### config.mk
export PLATFORM = sky130hd
export DESIGN_NAME = smbus_pec_unit
export DESIGN_NICKNAME = d
export VERILOG_FILES = /design/src/rtl/smbus_pec_unit.sv
export SDC_FILE = /design/constraint.sdc
export NUM_CORES = 1
export LEC_CHECK = 0
export BUFFER_PORTS_ARGS = -buffer_cell sky130_fd_sc_hd__buf_2
export CORE_AREA = 4 4 50 63
export DETAILED_ROUTE_END_ITERATION = 8
export DIE_AREA = 0 0 54 67
export PLACE_DENSITY_LB_ADDON = 0.1
export SYNTH_ARGS = -nofsm -noshare
export SYNTH_HDL_FRONTEND = slang
export SYNTH_SLANG_ARGS = --single-unit
### constraint.sdc
create_clock -name clk -period 2 [get_ports clk]
set_clock_uncertainty 0.05 [all_clocks]
set_input_delay 0 -clock clk [delete_from_list [all_inputs] [get_ports clk]]
set_output_delay 0 -clock clk [all_outputs]
set_load 0.05 [all_outputs]
### src/rtl/smbus_pec_unit.sv
module smbus_pec_unit #(
  parameter logic [7:0] POLY = 8'h07,
  parameter logic [7:0] INIT = 8'h00
) (
  input  logic       clk,
  input  logic       rst_n,
  input  logic       sop,
  input  logic       byte_vld,
  input  logic [7:0] byte_in,
  input  logic       rd_dir,
  input  logic       last_byte,
  input  logic       auto_en,
  input  logic       man_pec_en,
  input  logic [7:0] sw_pec,
  input  logic [1:0] err_clr,
  output logic       pec_vld,
  output logic [7:0] pec_byte,
  output logic       chk_vld,
  output logic       chk_ok,
  output logic       dev_err,
  output logic       crc_err
);

  localparam int BW = 8;

  function automatic logic [BW-1:0] step(input logic [BW-1:0] c, input logic [BW-1:0] d);
    logic [BW-1:0] r;
    r = c ^ d;
    for (int i = 0; i < BW; i++)
      r = r[BW-1] ? ((r << 1) ^ POLY) : (r << 1);
    return r;
  endfunction

  logic [7:0] crc_q;
  logic [7:0] base, nxt;
  logic       fin_wr, fin_rd, mism;

  assign base   = sop ? INIT : crc_q;
  assign nxt    = step(base, byte_in);
  assign fin_wr = byte_vld && last_byte && !rd_dir;
  assign fin_rd = byte_vld && last_byte && rd_dir && auto_en;
  assign mism   = fin_rd && (byte_in != base);

  always_ff @(posedge clk or negedge rst_n) begin
    if (!rst_n) begin
      crc_q    <= INIT;
      pec_vld  <= 1'b0;
      pec_byte <= 8'h00;
      chk_vld  <= 1'b0;
      chk_ok   <= 1'b0;
      dev_err  <= 1'b0;
      crc_err  <= 1'b0;
    end else begin
      if (byte_vld)  crc_q <= nxt;
      else if (sop)  crc_q <= INIT;
      pec_vld <= fin_wr && (auto_en || man_pec_en);
      if (fin_wr) pec_byte <= auto_en ? nxt : sw_pec;
      chk_vld <= fin_rd;
      if (fin_rd) chk_ok <= !mism;
      if (mism)            dev_err <= 1'b1;
      else if (err_clr[0]) dev_err <= 1'b0;
      if (mism)            crc_err <= 1'b1;
      else if (err_clr[1]) crc_err <= 1'b0;
    end
  end

  AST_PEC_FOLLOWS_WRITE: assert property (@(posedge clk) disable iff (!rst_n)
    (byte_vld && last_byte && !rd_dir && auto_en) |=> pec_vld);
  AST_PEC_ONE_CYCLE: assert property (@(posedge clk) disable iff (!rst_n)
    pec_vld && !(byte_vld && last_byte && !rd_dir) |=> !pec_vld);
  AST_NO_PEC_ON_READ: assert property (@(posedge clk) disable iff (!rst_n)
    (byte_vld && rd_dir) |=> !pec_vld);
  AST_NO_PEC_DISABLED: assert property (@(posedge clk) disable iff (!rst_n)
    (!auto_en && !man_pec_en) |=> !pec_vld);
  AST_ERR_PAIR: assert property (@(posedge clk) disable iff (!rst_n)
    $rose(crc_err) |-> dev_err && chk_vld && !chk_ok);
  AST_CRC_STICKY: assert property (@(posedge clk) disable iff (!rst_n)
    crc_err && !err_clr[1] |=> crc_err);
  AST_DEV_STICKY: assert property (@(posedge clk) disable iff (!rst_n)
    dev_err && !err_clr[0] |=> dev_err);
  AST_MATCH_QUIET: assert property (@(posedge clk) disable iff (!rst_n)
    chk_vld && chk_ok |-> $stable(crc_err));

endmodule

# ---- Yosys cells after proc, flatten, opt, wreduce, memory -nomap -nowiden
# Cells that the tools add are included.
dict set report totals {
  rom_bits 0
  latch_bits 0
  memories 0
  ff_bits 21
  wordCells 43
  input_bits 26
  output_inout_bits 13
  mem_bits_rw 0
}
dict set report classes {
  mux 15
  n_reduce_logical 11
  div_mod_pow 0
  bitwise_logic 9
  magnitude_cmp 0
  n_mul 0
  eq_ne 1
  shifts 0
  n_addsub 0
}
# cell n
set op_table {}
lappend op_table {{$mux W3} 8}
lappend op_table {{$mux W8} 3}
lappend op_table {{$not A3 Y3} 8}
lappend op_table {{$ne A8 B8 Y1} 1}
lappend op_table {{$xor A8 B8 Y8} 1}
lappend op_table {{$logic_and A1 B1 Y1} 6}
lappend op_table {{$mux W1} 4}
lappend op_table {{$reduce_bool A2 Y1} 2}
lappend op_table {{$logic_not A1 Y1} 2}
lappend op_table {{$logic_or A1 B1 Y1} 1}

# ---- Depth between registers and ports, before layout
dict set report logic_depth {
  ltp_word 19
  depth_mapped 8
  mapped_depth_nobuf 7
}

# ---- Worst setup path before layout
# No wires, ideal clock.
dict set report synth_timing {
  path_kind {reg2reg}
  from {reg crc_q[6]}
  to {reg pec_byte[2]}
  path_stages_with_launch 7
  required_time_ns 1.885
  setup_ns 0.065
  setup_slack_ns 0.240
  arrival_time_ns 1.645
  cell_sequence {dfrtp_1 -> nand2b_4 -> xor2_2 -> xnor3_2 -> xnor3_1 -> a211oi_1 -> a21o_1}
}
dict set report synth_via {
  elab_chain_cells 5
}
# item line
set synth_lines {}
lappend synth_lines {{start, declared} 34} ;# logic [7:0] crc_q;
lappend synth_lines {{start signal, assigned} 54} ;# if (byte_vld) crc_q <= nxt;
lappend synth_lines {{$mux W8} --}
lappend synth_lines {{$xor A8 B8 Y8} 28} ;# r = c ^ d;
lappend synth_lines {{$mux W3 (2 in a row)} 30} ;# r = r[BW-1] ? ((r << 1) ^ POLY) : (r << 1);
lappend synth_lines {{$mux W8} 57} ;# if (fin_wr) pec_byte <= auto_en ? nxt : sw_pec;
lappend synth_lines {{end signal, assigned} 57}
lappend synth_lines {{end, declared} 17} ;# output logic [7:0] pec_byte,
# No other way between the ends.
# A chain may end at the register's enable or synchronous reset.

# ---- Worst setup path after layout
# Same ends and word-level chain as after synthesis.

==> results by group <==
Timing
  – FMAX: 529 MHz
  – Unrepaired setup endpoints after global routing: false
  – Final Max Slew Viols: 0
  – Setup tns final: 0 ps
  – Final number of setup-violating endpoints: 0
  – Worst slew margin: 0.624
  – Fin crit share: 0.945
  – Slew @ Worst Pin: 562 ps
  – Hold slack: 17.0 ps
  – Final hold vios: 0
  – Minimum clock period: 1890 ps

Layout
  – Area growth, synth to finish: 33.4%
  – Fillcell total: 236
  – Ant diodes: 0
  – Most frequent cells in the layout: buf_2, dfrtp_1, xnor2_1, dlygate4sd3_1, o21ai_0
  – Non-filler instance count after layout: 198
  – Final core area utilization: 0.609
  – Most common library cell in the layout ignoring fill and taps: buf_2
  – Final net count: 194
  – Share of layout cells above drive strength 1: 0.323

Setup path
  – Endpoint class of the critical path: flip-flop
  – Worst reg-to-reg setup slack: 110 ps
  – WS Path Type: flip-flop to flip-flop
  – Reg2reg end: pec_byte[2]
  – Worst-path fanout max: 4
  – Reg2Reg Depth: 6
  – Reg2reg start: crc_q[6]
  – Startpoint class of the critical path: flip-flop
  – Critical Path RT: 2200 ps
  – Critical Path AT: 2090 ps

Drt
  – DRC: 0
  – DR pass1 iterations: 4
  – Via-per-instance ratio: 4.57
  – 1st-iter DRT viols: 14
  – Avg WL per Cell: 12.6 um
  – Vias post-DR: 905
  – Final WL: 2.50 mm
  – Final ANT Viol Nets: 0

Synthesis
  – Synthesized area: 1190 sq um
  – Netlist cell types: 26
  – Main synth FF type: dfrtp_1
  – Synth Area per Inst: 10.9 sq um
  – Synthesized netlist cell count: 109
  – Number of flops mapped to enable cells by yosys: 0
  – Post-synthesis register bit count: 21
  – Syn Nets: 138
  – Synth warnings: 0
  – Asr flop ratio synth: 1.00
  – Sequential area share after synthesis: 0.443

Min path
  – Class of the worst hold path: primary input to flip-flop
  – Worst Hold End: crc_q[1]
  – Hold wc startpoint: byte_vld
  – Hold Path Cell Cnt: 3

GRT
  – Global-route wire length before repair: 4.26 mm
  – Gr usage total: 0.163
  – Grt ovf: 0
  – Initial antenna violation count: 0
  – Pin count of the biggest net entering global routing: 22
  – Vias in the first global route: 947

CTS
  – Total CTS buffers: 3
  – CTS tree: done
  – Clock slew at reported path FFs: 120 ps
  – Root buffer cell: clkbuf_4
  – CTS Sinks: 21
  – Post_cts resized: 0
  – Worst-Skew Late Latency: 300 ps
  – Max Root-Sink Buffers: 2
  – Setup Fix Bufs, Post-CTS: 0
  – # H-tree levels: 1

Floorplan
  – Rows: 21
  – Initial Utilization: 0.456
  – CORE AREA: 2600 sq um
  – Die ar.: 3620 sq um
  – Height of the chip: 67 um
  – Io pins: 39
  – Die width: 54 um

Outcome
  – Status: finished clean

Pwr
  – Part of the power in registers: 0.319
  – Sw Pwr: 0.879 mW
  – Peak supply drop: 0.742 mV
  – P_leak: 0.792 nW
  – Pwr dens: 1280 nW/um^2
  – Gate power share: 0.578
  – Overall power: 2.02 mW
  – P_int: 1.14 mW
  – Switching Share: 0.434
  – Clock power share: 0.103

Job
  – Reported max-cap violation count: 0

Placement
  – Buffers on Ports: 38
  – # placed instances: 181
  – Dpl hpwl: 1.89 mm
  – Final Wtd Congestion: 0.793
-- how the worst max path moves through the flow --
stage	endpoint	startpoint
6_report	pec_byte[2]	crc_q[6]
5_1_grt	pec_byte[2]	crc_q[6]
4_1_cts	pec_byte[2]	crc_q[6]
3_5_place_dp	pec_byte[2]	crc_q[6]
3_3_place_gp	pec_byte[2]	crc_q[6]
2_1_floorplan	pec_byte[2]	crc_q[6]
-- power by group through the flow --
stage          registers (mW)  logic (mW)  clock network (mW)
2_1_floorplan           0.905       0.622                   0
6_report                0.645        1.17               0.209
5_1_grt                 0.666        1.27               0.236
3_3_place_gp            0.650        1.15                   0
4_1_cts                 0.647        1.19               0.221
3_5_place_dp            0.656        1.16                   0
-- worst max-delay path, stage by stage (launching register included) --
cell	delay, ps
dfrtp_1	410
nand2b_4	80
xor2_2	200
xnor3_2	510
xnor3_1	220
a211oi_1	240
a21o_1	110
-- final cells by class --
class                      instances  area (sq um)  area share
tap                               34          42.5      0.0269
timing repair buffer              55           350       0.221
sequential                        21           526       0.332
multi-input combinational         80           623       0.393
clock buffer                       3          22.5      0.0142
inverter                           4          15.0     0.00948
clock inverter                     1          5.00     0.00316
-- state kept, by name, indices dropped and copies added, names as in the netlist --
name	flops
pec_byte	8
chk_vld	1
crc_err	1
chk_ok	1
pec_vld	1
crc_q	8
dev_err	1
-- per-layer routing --
metal	vias to the layer above	GRT usage	share of wire
li1	473	-	-
met1	406	0.197	0.41
met2	24	0.285	0.52
met3	2	0.0268	0.058
met4	0	0.0561	0.0056
met5	-	0	0
-- synthesized netlist by cell type (3+ instances only) --
cell | number | area, sq um
dfrtp_1 | 21 | 526
xnor2_1 | 17 | 149
o21ai_0 | 12 | 60.1
nand2_1 | 10 | 37.5
mux2i_1 | 8 | 80.1
nor2_1 | 5 | 18.8
inv_1 | 4 | 15.0
mux2_2 | 4 | 45.0
nor2b_1 | 4 | 25.0
ha_1 | 3 | 37.5
nand2b_1 | 3 | 18.8
xor2_1 | 3 | 26.3
-- cells by family after synthesis --
| family | synth area share |
|---|---|
| simple gates | 0.112 |
| mux | 0.105 |
| compound gates | 0.0759 |
| flops | 0.443 |
| buf+inv | 0.0327 |
| fa+ha+maj | 0.0316 |
| xor+xnor | 0.200 |
-- through the flow --
step	setup slack, ps	area (sq um)
floorplan	240	1190
global placement	190	1430
detailed placement	123	1430
CTS	95.6	1580
global route	24.1	1580
finish	111	1580
-- repair_timing --
action                                  CTS  global route
endpoints found under the setup margin    0             0
endpoints found under the hold margin    32             0
hold buffers                             13             0
No activity file was read; power rests on OpenSTA's default activity.
